$ cat src/rtl/vdp_host_pkg.sv
package vdp_host_pkg;

    typedef logic [7:0] byte_t;

    typedef enum logic [1:0] {
        ACC_VREAD   = 2'd0,
        ACC_VWRITE  = 2'd1,
        ACC_REGSET  = 2'd2,
        ACC_PALETTE = 2'd3
    } acc_code_e;

    // One-hot-or-idle host operation for the current cycle
    typedef struct packed {
        logic ctl_wr;
        logic ctl_rd;
        logic dat_wr;
        logic dat_rd;
    } host_op_t;

    // Write strobe wins over a read strobe in the same cycle
    function automatic host_op_t decode_op(input logic wr, input logic rd,
                                           input logic is_ctl);
        host_op_t op;
        op.ctl_wr = wr & is_ctl;
        op.dat_wr = wr & ~is_ctl;
        op.ctl_rd = rd & ~wr & is_ctl;
        op.dat_rd = rd & ~wr & ~is_ctl;
        return op;
    endfunction

    function automatic byte_t status_byte(input logic frame_flag);
        return {frame_flag, 7'b0};
    endfunction

    function automatic logic is_regset(input byte_t b);
        return acc_code_e'(b[7:6]) == ACC_REGSET;
    endfunction

endpackage

$ cat src/rtl/vdp_addr_seq.sv
module vdp_addr_seq
    import vdp_host_pkg::*;
#(
    parameter int ADDR_W = 14,
    parameter int IDX_W  = 4
) (
    input  logic              clk,
    input  logic              rst,
    input  host_op_t          op,
    input  byte_t             wdata,
    output logic [ADDR_W-1:0] addr,
    output acc_code_e         code,
    output logic              reg_we,
    output logic [IDX_W-1:0]  reg_idx,
    output byte_t             reg_val
);
    localparam int HI_W = ADDR_W - 8;

    logic pending_q;

    always_ff @(posedge clk) begin
        if (rst) begin
            addr      <= '0;
            code      <= ACC_VREAD;
            pending_q <= 1'b0;
        end else if (op.ctl_wr) begin
            if (pending_q) begin
                addr[ADDR_W-1:8] <= wdata[HI_W-1:0];
                code             <= acc_code_e'(wdata[7:6]);
            end else begin
                addr[7:0] <= wdata;
            end
            pending_q <= ~pending_q;
        end else if (op.dat_wr || op.dat_rd) begin
            addr      <= addr + 1'b1;
            pending_q <= 1'b0;
        end else if (op.ctl_rd) begin
            pending_q <= 1'b0;
        end
    end

    assign reg_we  = op.ctl_wr & pending_q & is_regset(wdata);
    assign reg_idx = wdata[IDX_W-1:0];
    assign reg_val = addr[7:0];

    a_r3_latch_toggles: assert property (@(posedge clk) disable iff (rst)
        op.ctl_wr |=> pending_q != $past(pending_q));

    a_r1_high_kept: assert property (@(posedge clk) disable iff (rst)
        (op.ctl_wr && !pending_q) |=>
            (addr[ADDR_W-1:8] == $past(addr[ADDR_W-1:8])) && (addr[7:0] == $past(wdata)));

    a_r2_high_loaded: assert property (@(posedge clk) disable iff (rst)
        (op.ctl_wr && pending_q) |=>
            (addr[ADDR_W-1:8] == $past(wdata[HI_W-1:0])) &&
            (code == acc_code_e'($past(wdata[7:6]))));

    a_r6_addr_steps: assert property (@(posedge clk) disable iff (rst)
        (op.dat_wr || op.dat_rd) |=>
            (addr == ADDR_W'($past(addr) + 1'b1)) && !pending_q);

    a_r7_latch_cleared: assert property (@(posedge clk) disable iff (rst)
        op.ctl_rd |=> !pending_q);

endmodule

$ cat src/rtl/vdp_cfg_bank.sv
module vdp_cfg_bank
    import vdp_host_pkg::*;
#(
    parameter int NUM_REGS = 16,
    parameter int IDX_W    = 4
) (
    input  logic                  clk,
    input  logic                  rst,
    input  logic                  we,
    input  logic [IDX_W-1:0]      idx,
    input  byte_t                 val,
    output logic [NUM_REGS*8-1:0] regs_flat
);
    generate
        for (genvar g = 0; g < NUM_REGS; g++) begin : g_reg
            byte_t r_q;
            always_ff @(posedge clk) begin
                if (rst) begin
                    r_q <= '0;
                end else if (we && idx == IDX_W'(g)) begin
                    r_q <= val;
                end
            end
            assign regs_flat[g*8 +: 8] = r_q;
        end
    endgenerate

    a_r4_no_stray_change: assert property (@(posedge clk) disable iff (rst)
        !we |=> $stable(regs_flat));

endmodule

$ cat src/rtl/vdp_irq_flags.sv
module vdp_irq_flags (
    input  logic clk,
    input  logic rst,
    input  logic frame_set,
    input  logic line_set,
    input  logic clear,
    output logic frame_pend,
    output logic line_pend
);
    always_ff @(posedge clk) begin
        if (rst) begin
            frame_pend <= 1'b0;
            line_pend  <= 1'b0;
        end else begin
            frame_pend <= frame_set | (frame_pend & ~clear);
            line_pend  <= line_set  | (line_pend  & ~clear);
        end
    end

    a_r10_frame_sets: assert property (@(posedge clk) disable iff (rst)
        frame_set |=> frame_pend);

    a_r10_line_sets: assert property (@(posedge clk) disable iff (rst)
        line_set |=> line_pend);

    a_r7_clear_frame: assert property (@(posedge clk) disable iff (rst)
        (clear && !frame_set) |=> !frame_pend);

    a_r7_clear_line: assert property (@(posedge clk) disable iff (rst)
        (clear && !line_set) |=> !line_pend);

endmodule

$ cat src/rtl/vdp_host_port.sv
module vdp_host_port
    import vdp_host_pkg::*;
#(
    parameter int ADDR_W   = 14,
    parameter int CRAM_AW  = 5,
    parameter int NUM_REGS = 16
) (
    input  logic                  clk,
    input  logic                  rst,
    input  logic                  host_wr,
    input  logic                  host_rd,
    input  logic                  host_is_ctl,
    input  logic [7:0]            host_wdata,
    output logic [7:0]            host_rdata,
    output logic [ADDR_W-1:0]     vram_addr,
    output logic                  vram_we,
    output logic                  vram_re,
    output logic [7:0]            vram_wdata,
    input  logic [7:0]            vram_rdata,
    output logic [CRAM_AW-1:0]    cram_addr,
    output logic                  cram_we,
    output logic [7:0]            cram_wdata,
    input  logic                  frame_irq_set,
    input  logic                  line_irq_set,
    output logic                  frame_irq_pend,
    output logic                  line_irq_pend,
    output logic [NUM_REGS*8-1:0] cfg_regs
);
    localparam int IDX_W = $clog2(NUM_REGS);

    host_op_t          op;
    logic [ADDR_W-1:0] addr;
    acc_code_e         code;
    logic              reg_we;
    logic [IDX_W-1:0]  reg_idx;
    byte_t             reg_val;
    logic              rd_status_q;
    byte_t             status_q;

    assign op = decode_op(host_wr, host_rd, host_is_ctl);

    vdp_addr_seq #(.ADDR_W(ADDR_W), .IDX_W(IDX_W)) u_seq (
        .clk     (clk),
        .rst     (rst),
        .op      (op),
        .wdata   (host_wdata),
        .addr    (addr),
        .code    (code),
        .reg_we  (reg_we),
        .reg_idx (reg_idx),
        .reg_val (reg_val)
    );

    vdp_cfg_bank #(.NUM_REGS(NUM_REGS), .IDX_W(IDX_W)) u_cfg (
        .clk       (clk),
        .rst       (rst),
        .we        (reg_we),
        .idx       (reg_idx),
        .val       (reg_val),
        .regs_flat (cfg_regs)
    );

    vdp_irq_flags u_irq (
        .clk        (clk),
        .rst        (rst),
        .frame_set  (frame_irq_set),
        .line_set   (line_irq_set),
        .clear      (op.ctl_rd),
        .frame_pend (frame_irq_pend),
        .line_pend  (line_irq_pend)
    );

    // Memory routing
    assign vram_addr  = addr;
    assign cram_addr  = addr[CRAM_AW-1:0];
    assign vram_wdata = host_wdata;
    assign cram_wdata = host_wdata;
    assign cram_we    = op.dat_wr & (code == ACC_PALETTE);
    assign vram_we    = op.dat_wr & (code != ACC_PALETTE);
    assign vram_re    = op.dat_rd;

    // Read return: both read kinds answer one cycle after the strobe
    always_ff @(posedge clk) begin
        if (rst) begin
            rd_status_q <= 1'b0;
            status_q    <= '0;
        end else if (op.ctl_rd || op.dat_rd) begin
            rd_status_q <= op.ctl_rd;
            status_q    <= status_byte(frame_irq_pend);
        end
    end

    assign host_rdata = rd_status_q ? status_q : vram_rdata;

    a_r5_one_target: assert property (@(posedge clk) disable iff (rst)
        !(vram_we && cram_we));

    a_r7_status_shape: assert property (@(posedge clk) disable iff (rst)
        op.ctl_rd |=> (host_rdata[6:0] == 7'd0) && (host_rdata[7] == $past(frame_irq_pend)));

    a_r8_fetch_issued: assert property (@(posedge clk) disable iff (rst)
        (host_rd && !host_wr && !host_is_ctl) |-> (vram_re && !vram_we && !cram_we));

endmodule

$ cat config.mk
export PLATFORM = sky130hd
export DESIGN_NAME = vdp_host_port
export DESIGN_NICKNAME = d
export VERILOG_FILES = /design/src/rtl/vdp_host_pkg.sv /design/src/rtl/vdp_addr_seq.sv /design/src/rtl/vdp_cfg_bank.sv /design/src/rtl/vdp_irq_flags.sv /design/src/rtl/vdp_host_port.sv
export SDC_FILE = /design/constraint.sdc
export NUM_CORES = 1
export LEC_CHECK = 0
export BUFFER_PORTS_ARGS = -buffer_cell sky130_fd_sc_hd__buf_4
export CORE_MARGIN = 2
export CORE_UTILIZATION = 55
export CTS_CLUSTER_DIAMETER = 40
export DETAILED_ROUTE_END_ITERATION = 6
export GPL_TIMING_DRIVEN = 0
export PLACE_DENSITY = 0.95
export SKIP_CTS_REPAIR_TIMING = 1
export SLEW_MARGIN = 20
export SYNTH_ARGS = -nofsm -noshare
export SYNTH_HDL_FRONTEND = slang
export SYNTH_SLANG_ARGS = --single-unit
$ cat constraint.sdc
create_clock -name clk -period 5 [get_ports clk]
set_input_delay 1 -clock clk [delete_from_list [all_inputs] [get_ports clk]]
set_output_delay 1 -clock clk [all_outputs]
set_load 0.01 [all_outputs]
After elaboration in Yosys (flattened, before gate mapping)
Cells that the tools add are included.
{"block": "word_totals", "ff_bits": 149, "out_inout_bits": 176, "input_bits": 23, "word_cells": 94}
{"block": "classes", "add_sub_neg": 1, "n_reduce_logical": 24, "bitwise": 17, "n_mux": 8, "n_eq_ne": 20}
{"cell": "4-bit equality test (second input constant)", "n": 8}
{"cell": "14-bit two-way mux", "n": 2}
{"cell": "4-bit by 3-bit equality test with 1-bit output (second input constant)", "n": 4}
{"cell": "1-bit logical AND", "n": 16}
{"cell": "8-bit two-way mux", "n": 2}
{"cell": "14-bit by 1-bit adder with 14-bit output (second input constant)", "n": 1}
{"cell": "1-bit AND", "n": 11}
{"cell": "4-bit by 2-bit equality test with 1-bit output (second input constant)", "n": 2}
{"cell": "6-bit two-way mux", "n": 1}
{"cell": "2-bit inequality test (second input constant)", "n": 3}
{"cell": "2-bit AND reduction", "n": 3}
{"cell": "2-bit equality test (second input constant)", "n": 2}
{"cell": "4-bit by 1-bit equality test with 1-bit output (second input constant)", "n": 1}
{"cell": "4-bit zero test", "n": 1}
{"cell": "1-bit inverter", "n": 4}
{"cell": "1-bit two-way mux", "n": 3}
{"cell": "3-bit nonzero test", "n": 1}
{"cell": "1-bit logical OR", "n": 2}
{"cell": "1-bit OR", "n": 2}
{"cell": "2-bit nonzero test", "n": 1}

Longest topological paths before layout
Gate-level depths: netlist of the first run.
{"block": "logic_depth", "depth_word": 6, "mapped_depth": 6, "mapped_depth_nobuf": 5}

Modules after synthesis
From an unflattened synthesis of the first run, not the netlist that was laid out.
{"block": "unflattened", "cells_unflattened": 649, "hier_area_um2": 6622.6}
{"module": "vdp_cfg_bank", "seq_area_each_um2": 2562.5, "area_per_inst_um2": 5102.4, "n_inst": 1, "cells_per_inst": 457}
{"module": "vdp_addr_seq", "seq_area_each_um2": 340.3, "area_per_inst_um2": 1101.1, "n_inst": 1, "cells_per_inst": 140}
{"module": "vdp_host_port", "seq_area_each_um2": 40.0, "area_per_inst_um2": 349.1, "n_inst": 1, "cells_per_inst": 44}
{"module": "vdp_irq_flags", "seq_area_each_um2": 40.0, "area_per_inst_um2": 70.1, "n_inst": 1, "cells_per_inst": 8}

Worst setup path after synthesis of the first run
OpenSTA, ideal clock, no wires.
{"block": "synth_timing", "path_type": "input to output", "startpoint": "in host_is_ctl", "endpoint": "out vram_we", "setup_slack_ns": 2.460, "required_ns": 4.000, "n_path_buf": 1, "arrival_ns": 1.540, "path_stages": 3, "path_cell_list": "clkbuf_1 -> nand2b_1 -> a21oi_1"}
{"block": "synth_between", "elab_chain_len": 3}
{"item": "from (decl)", "line_no": "vdp_host_port.sv:12", "rtl": "input logic host_is_ctl,"}
{"item": "1-bit inverter", "line_no": "vdp_host_pkg.sv:25", "rtl": "op.dat_wr = wr & ~is_ctl;"}
{"item": "1-bit AND", "line_no": "vdp_host_pkg.sv:25"}
{"item": "1-bit AND", "line_no": "vdp_host_port.sv:79", "rtl": "assign vram_we = op.dat_wr & (code != ACC_PALETTE);"}
{"item": "to (decl)", "line_no": "vdp_host_port.sv:16", "rtl": "output logic vram_we,"}
Every way passes these cells.

Worst setup path in the final report of the first run
Same ends and word-level chain as after synthesis.

==> results.md, run 1 <==
* Status: completed
* Syn_nets at around 660
* DRC viols at 0
* Static Leak at ~0.0043 uW
* WL final at 18,000 um
* Row count at 38
* Fin nets at 871
* Hold Fails Final Rpt at 0
* Peak supply drop at 0.252 mV
* Layout cells sized above 1 at 0.322
* TritonRoute pass-1 iters at 5
* Largest net degree at the start of global routing at 17
* Clk sinks at between 100 and 150
* Area grow syn2layout at 36.4%
* Reg2Reg Launch Point: u_seq.addr[4]
* Pwr per Cell Area at 323 nW/um^2
* Max Clock Freq at 344 MHz
* RR Endpoint: u_cfg.g_reg[8].r_q[4]
* Worst Hold Depth at 2
* Vias per inst at 5.44
* Routability Congestion at 0.976
* Crit-path max FO at 10
* Worst Setup Start Kind: primary input
* Sequential area share after synthesis at 0.485
* Total grt overflow at 0
* DIE AREA at ~12,000 sq um
* Mean area per synthesized cell at 9.72 sq um
* Final Power at 2710 uW
* Clock Skew at ~10 ps
* Crit path DAT at approximately 1900 ps
* TritonCTS Buffers at 17
* Flop2flop setup slack at 2870 ps
* Final period util at 0.581
* Max Buffers Root-to-Sink at 2
* Worst-margin pin slew at about 740 ps
* Core area at 10,900 sq um
* TritonCTS clock tree: done
* Setup TNS at 0 ps
* Worst hold path class: reg2reg
* Vias at ~5.4k
* Post-synth EDFFs at 0
* Skew-Pair Late Insertion Delay at between 500 and 600 ps
* Vias in the first global route at 5,217
* RSZ-0062 raised after global routing: false
* Final setup vio count at 0
* Iteration-0 DRC Markers at 269
* Synthesis-stage register bit count at between 100 and 150
* Final ANT Viol Nets at 0
* Synthesized area at around 6200 sq um
* Yosys warning count at 0
* Clk slew on worst S/H paths at 60 ps
* CTS H-Tree Depth at 4
* Root buffer selected by CTS: clkbuf_8
* Worst rel slew slack at 0.509
* Source of the worst hold timing path: u_seq.code[1]
* WL/cell at approximately 18 um
* CP Class: in2out
* R2R depth at 5
* Die Y at 110 um
* Pins over their slew limit at 0
* Max-cap violations at 0
* Yosys cell types at 44
* Synth async-reset ratio at 0
* Post-detail-place hpwl at 12,600 um
* Initial antenna violation count at 0
* Syn Inst Count at 633
* All-Layer GR Usage at 0.297
* Global-route wire length before repair at 27,000 um
* Worst EP required at approximately 4000 ps
* Hold Path End: u_seq.code[1]
* # diodes at 0
* Top FF cell, synth: dfxtp_1
* # IOs at 199
* Fin crit period at 2910 ps
* PortBufs at 195
* Die Wd at 110 um
* Starting Density at 0.565
* Final core utilization at 0.771
* Worst setup EP type: output port
[layout by cell type (no fill, tap or decap), types with 3 or more instances in the layout]
cell type    n
a211oi_1     3
a21oi_1     21
a22oi_1      4
and2_1       3
and3_1       3
buf_2        6
buf_4      219
clkbuf_1    38
clkbuf_16   16
dfxtp_1    149
inv_1        4
inv_6        6
inv_8        4
mux2i_1    132
nand2_1     20
nand2b_1     3
nand3_1      7
nand3_2     10
nand4_1      6
nand4_2      3
nor2_1     141
nor2b_1     11
nor3b_1      3
nor4_1       3
o21ai_0     10
o22ai_1      4
[sequential cells by signal, summed over array words and instances, names as in the netlist]
name	flops
u_seq.pending_q	1
rd_status_q	1
u_irq.line_pend	1
u_cfg.g.r_q	128
u_seq.code	2
u_seq.addr	14
u_irq.frame_pend	1
status_q	1
[layer usage]
metal / wire [um] / part of all wire / GRT usage / vias up
met5: 0 / 0 / 0 / -
met1: 7190 / 0.40 / 0.351 / 2565
met2: 8670 / 0.48 / 0.507 / 264
met3: 1660 / 0.092 / 0.0889 / 40
met4: 482 / 0.027 / 0.109 / 0
li1: - / - / - / 2569
[how the worst max path moves through the flow]
stage	to	cells past startpoint	startpoint	slack, ps
4_1_cts	vram_we	5	host_is_ctl	2100
6_report	vram_we	5	host_is_ctl	2090
3_5_place_dp	vram_we	5	host_is_ctl	2110
2_1_floorplan	vram_we	3	host_is_ctl	2460
3_3_place_gp	vram_we	5	host_is_ctl	2130
5_1_grt	vram_we	5	host_is_ctl	2010
[per-stage QoR]
step	hold WS, ps	area (sq um)	worst slack (ps)	instances
final	478	8390	2090	1000
after global routing	505	8390	2010	1000
after CTS	476	8390	2100	1000
after detailed placement	466	7790	2110	968
after global placement	449	7790	2130	968
after floorplan	433	6150	2460	633
[worst max-delay path, cell delays in order]
cell and delay [ps]:
buf_4 130, clkbuf_1 220, nand2b_1 220, a21oi_1 180, buf_4 160
[cell type report]
cell class	instances	area, sq um
Multi-Input combinational cell	412	2800
Buffer	68	353
Timing Repair Buffer	195	1460
Clock inverter	15	184
Tap cell	140	175
Fill cell	745	2500
Clock buffer	17	414
Sequential cell	149	2980
Inverter	4	15.0
[power breakdown]
| group | switching (uW) | internal, uW | leakage [uW] |
|---|---|---|---|
| registers | 11.8 | 1190 | 0.00120 |
| clock network | 562 | 736 | 0.000299 |
| logic | 126 | 79.1 | 0.00276 |
| total | 699 | 2010 | 0.00426 |
[synth_stat cells, types with 4 or more instances]
cell,n,area [sq um]
buf_4,24,180
clkbuf_1,38,143
dfxtp_1,149,2980
nand2_1,20,75.1
a21oi_1,21,105
nor2_1,141,529
o22ai_1,4,25.0
o21ai_0,10,50.1
nand4_1,6,37.5
a22oi_1,4,30.0
inv_1,4,15.0
nand3_2,10,100
mux2i_1,132,1320
buf_2,6,30.0
nor2b_1,11,68.8
nand3_1,7,35.0
[logic make-up (layout without fill, tap and decap cells)]
| logic type | after synthesis | count (layout) | share of synthesized area |
|---|---|---|---|
| DFF | 149 | 149 | 0.485 |
| adders and majority gates | 1 | 1 | 0.00203 |
| buffers and inverters | 72 | 299 | 0.0598 |
| muxes | 133 | 133 | 0.217 |
| AOI/OAI and AO/OA | 54 | 54 | 0.0545 |
| and+or+nand+nor | 224 | 224 | 0.182 |
(Power assumes the default switching activity.)
==> inputs of run 2 (changes only) <==
--- a/config.mk
+++ b/config.mk
@@ -7,11 +7,11 @@
 export LEC_CHECK = 0
 export BUFFER_PORTS_ARGS = -buffer_cell sky130_fd_sc_hd__buf_4
 export CORE_MARGIN = 2
-export CORE_UTILIZATION = 55
+export CORE_UTILIZATION = 51
 export CTS_CLUSTER_DIAMETER = 40
 export DETAILED_ROUTE_END_ITERATION = 6
 export GPL_TIMING_DRIVEN = 0
-export PLACE_DENSITY = 0.95
+export PLACE_DENSITY = 0.89
 export SKIP_CTS_REPAIR_TIMING = 1
 export SLEW_MARGIN = 20
 export SYNTH_ARGS = -nofsm -noshare
==> constraint.sdc (replaced) <==
create_clock -name clk -period 2.75 [get_ports clk]
set_input_delay 0.55 -clock clk [delete_from_list [all_inputs] [get_ports clk]]
set_output_delay 0.55 -clock clk [all_outputs]
set_load 0.01 [all_outputs]
==> results.md, run 2 (same netlist as run 1, synthesis figures left out) <==
* Status: completed
* # IOs at 199
* Most frequent cells in the layout: buf_4, dfxtp_1, nor2_1, mux2i_1, clkbuf_1
* Starting Density at 0.517
* Worst-margin pin slew at between 700 and 800 ps
* Layout cells sized above 1 at 0.322
* Vias at 5,412
* Root buffer selected by CTS: clkbuf_16
* CP Class: reg2reg
* TritonCTS clock tree: done
* Biggest registers after layout: u_cfg.g.r_q x128, u_seq.addr x14, u_seq.code x2
* Most flops, register: u_cfg.g.r_q
* Worst hold path class: in2reg
* DIE AREA at about 13,000 sq um
* RSZ-0062 raised after global routing: false
* Peak supply drop at roughly 0.39 mV
* Final setup vio count at 0
* Max Buffers Root-to-Sink at 2
* Clk sinks at 149
* WL final at 18,400 um
* WL/cell at 18.3 um
* Crit path DAT at 2530 ps
* All-Layer GR Usage at 0.285
* Cell total after placement at 975
* Fillers at slightly below 900
* Skew-Pair Late Insertion Delay at 430 ps
* Die Y at about 110 um
* TritonCTS Buffers at 17
* CTS H-Tree Depth at 4
* TritonRoute pass-1 iters at 7
* Most used cell, CP: clkbuf_1
* Iteration-0 DRC Markers at ~310
* Buf/Inv on CP at 3
* Slowest CP cell: clkbuf_1
* PortBufs at between 150 and 200
* Final period util at 0.791
* Post-detail-place hpwl at about 13,000 um
* Fin nets at a little under 900
* Worst setup EP type: flop
* Non-Filler Instances at between 1k and 1.5k
* Initial antenna violation count at 0
* Setup TNS at 0 ps
* Die Wd at ~110 um
* DRC viols at 0
* Commonest non-fill, non-tap cell in the layout: buf_4
* Final Power at 5150 uW
* Routability Congestion at 0.903
* Static Leak at 0.00428 uW
* Global-route wire length before repair at between 20,000 and 30,000 um
* Largest net degree at the start of global routing at 17
* Total grt overflow at 0
* Worst Setup Start Kind: flop
* Hold Worst Slack at about 350 ps
* # diodes at 0
* Worst EP required at 3110 ps
* Max Clock Freq at around 460 MHz
* Clock Skew at 10.8 ps
* Fin crit period at 2170 ps
* Vias in the first global route at 5,399
* Vias per inst at about 5.4
* Area grow syn2layout at 37.5%
* Critical-path cell list: clkbuf_1 > clkbuf_1 > clkbuf_1 > mux2i_1 > nor2_1
* Clk slew on worst S/H paths at 60 ps
* Core area at 11,900 sq um
* Largest register FFs at 128
* Hold Fails Final Rpt at 0
* Max-cap violations at 0
* Crit-path leading delay family: buffers and inverters
* Final ANT Viol Nets at 0
* Pwr per Cell Area at 609 nW/um^2
* Crit-path max FO at 10
* Worst rel slew slack at 0.485
* Row count at 40
* Pins over their slew limit at 0
* CP max stage delay at 600 ps
==> run 2: changes by cell type in the layout (fill, tap and decap cells not counted), sizes merged <==
cell and delta:
inv -7, clkinv +2, clkbuf +1, clkinvlp +1, bufinv +3
==> run 2: layer usage <==
metal / vias up / wire, um / global-route usage
li1: 2575 / - / -
met1: 2548 / 7290 / 0.329
met2: 249 / 8760 / 0.477
met3: 40 / 1900 / 0.110
met4: 0 / 444 / 0.115
met5: - / 0 / 0
==> run 2: final cells by class <==
cell class	instances	area, sq um	share of cell area
sequential	149	2980	0.352
multi-input combinational	412	2800	0.331
timing repair buffer	195	1460	0.173
clock buffer	18	439	0.0519
buffer	68	353	0.0417
clock inverter	14	223	0.0263
tap	147	184	0.0217
inverter	4	15.0	0.00177
==> run 2: worst paths after layout <==
check / end / from / depth (start not counted) / slack, ps
max: u_cfg.g_reg[11].r_q[4] / u_seq.addr[4] / 5 / 580
min: u_irq.line_pend / line_irq_set / 3 / 350
max reg2reg: u_cfg.g_reg[11].r_q[4] / u_seq.addr[4] / 5 / 580
min reg2reg: status_q[7] / status_q[7] / 2 / 460
==> run 2: tightest hold or removal path, stage by stage <==
cell	delay (ps)
buf_4	80
a21oi_1	30
nor2_1	70
==> run 2: report_power, final <==
part           leakage (uW)  switching, uW  internal [uW]
sequential          0.00120           22.0           2170
clock              0.000323            934           1650
combinational       0.00276            231            144
==> run 2: metrics by stage <==
step | area, sq um | utilization | setup WS (ps)
2_1_floorplan | 6150 | - | 935
3_3_place_gp | 7800 | 0.655 | 600
3_5_place_dp | 7800 | 0.655 | 557
4_1_cts | 8460 | 0.711 | 597
5_1_grt | 8460 | 0.711 | 450
6_report | 8460 | 0.711 | 576
==> inputs of run 3 (changes only) <==
==> constraint.sdc (replaced) <==
create_clock -name clk -period 2.2 [get_ports clk]
set_input_delay 0.44 -clock clk [delete_from_list [all_inputs] [get_ports clk]]
set_output_delay 0.44 -clock clk [all_outputs]
set_load 0.01 [all_outputs]
==> results.md, run 3 (same netlist as run 1, synthesis figures left out) <==
* Status: completed
* # diodes at 0
* Buf/Inv on CP at 1
* Cell total after placement at 975
* Vias per inst at between 5 and 6
* PortBufs at 195
* Worst EP required at 2510 ps
* Layout cells sized above 1 at 0.323
* DRC viols at 0
* Worst-margin pin slew at 782 ps
* Pre-CTS setup slack at about 60 ps
* TritonRoute pass-1 iters at 5
* Max-cap violations at 0
* Most frequent cells in the layout: buf_4, dfxtp_1, nor2_1, mux2i_1, clkbuf_1
* Die Y at about 110 um
* Fin crit period at 2030 ps
* Setup ws final at 166 ps
* Non-Filler Instances at 1,007
* Crit-path leading delay family: simple AND/OR/NAND/NOR gates
* Biggest registers after layout: u_cfg.g.r_q x128, u_seq.addr x14, u_seq.code x2
* Worst Setup Start Kind: flop
* Static Leak at 0.00429 uW
* Fin nets at 871
* Core area at 11,900 sq um
* Clk slew on worst S/H paths at 60 ps
* Final period util at 0.925
* WL final at about 18,000 um
* Final setup vio count at 0
* All-Layer GR Usage at 0.285
* TritonCTS Buffers at 17
* Commonest non-fill, non-tap cell in the layout: buf_4
* Root buffer selected by CTS: clkbuf_16
* Vias in the first global route at 5,399
* RSZ-0062 raised after global routing: false
* Clock Skew at approximately 12 ps
* # IOs at 199
* CP max stage delay at 570 ps
* Crit-path max FO at 10
* Vias at around 5.4k
* Row count at 40
* Largest net degree at the start of global routing at 17
* Largest register FFs at 128
* Worst setup EP type: flop
* Final ANT Viol Nets at 0
* DIE AREA at around 13,000 sq um
* CTS H-Tree Depth at 4
* Peak supply drop at approximately 0.48 mV
* TritonCTS clock tree: done
* Worst rel slew slack at 0.479
* Max Clock Freq at ~490 MHz
* Critical-path cell list: clkbuf_1 > nand4_1 > or3_1 > a311o_1
* Skew-Pair Late Insertion Delay at 420 ps
* CP Class: reg2reg
* Worst hold path class: in2reg
* Initial antenna violation count at 0
* Clk sinks at roughly 150
* Final core utilization at 0.711
* Slowest CP cell: clkbuf_1
* Routability Congestion at 0.903
* Global-route wire length before repair at 28,600 um
* Die Wd at around 110 um
* Iteration-0 DRC Markers at around 320
* Setup TNS at 0 ps
* Post-detail-place hpwl at around 13,000 um
* Final instance area at 8460 sq um
* Max Buffers Root-to-Sink at 2
* WL/cell at roughly 18 um
* Most flops, register: u_cfg.g.r_q
* Total grt overflow at 0
* Starting Density at 0.517
* Crit path DAT at 2340 ps
* Pins over their slew limit at 0
* Pwr per Cell Area at 760 nW/um^2
* Hold Fails Final Rpt at 0
* Placed cell area at 7800 sq um
* Area grow syn2layout at 37.6%
run 3: path summary, 6_finish.rpt:
path / start / endpoint / depth (start not counted) / slack (ps)
worst max register to register: u_seq.addr[1] / u_seq.addr[11] / 4 / 170
worst min-delay path: line_irq_set / u_irq.line_pend / 3 / 240
worst max-delay path: u_seq.addr[1] / u_seq.addr[11] / 4 / 170
worst min register to register: status_q[7] / status_q[7] / 2 / 460
run 3: layout make-up:
class | instances | area [sq um]
inverters | 4 | 15.0
repair buffers | 195 | 1460
clock buffers | 18 | 439
clock inverters | 14 | 223
plain buffers | 68 | 354
flip-flops and latches | 149 | 2980
well taps | 147 | 184
multi-input cells | 412 | 2800
fillers | 891 | 3450
run 3: routing by layer:
metal	up-vias	track usage	part of all wire
met1	2545	0.329	0.39
li1	2573	-	-
met2	259	0.477	0.48
met4	0	0.115	0.022
met3	35	0.110	0.10
met5	-	0	0
run 3: worst register-to-register path, cell delays in order (launching register included):
cell and delay (ps):
dfxtp_1 400, clkbuf_1 570, nand4_1 200, or3_1 410, a311o_1 350
run 3: per-stage QoR:
stage | hold WS (ps) | total power, uW
detailed placement | 449 | 3270
finish | 239 | 6430
global placement | 447 | 3260
CTS | 223 | 6480
floorplan | 433 | 3050
global route | 236 | 6630
run 3: power breakdown:
part	switching [uW]	internal [uW]
clock	1160	2060
combinational	289	180
sequential	27.5	2720
total	1480	4950
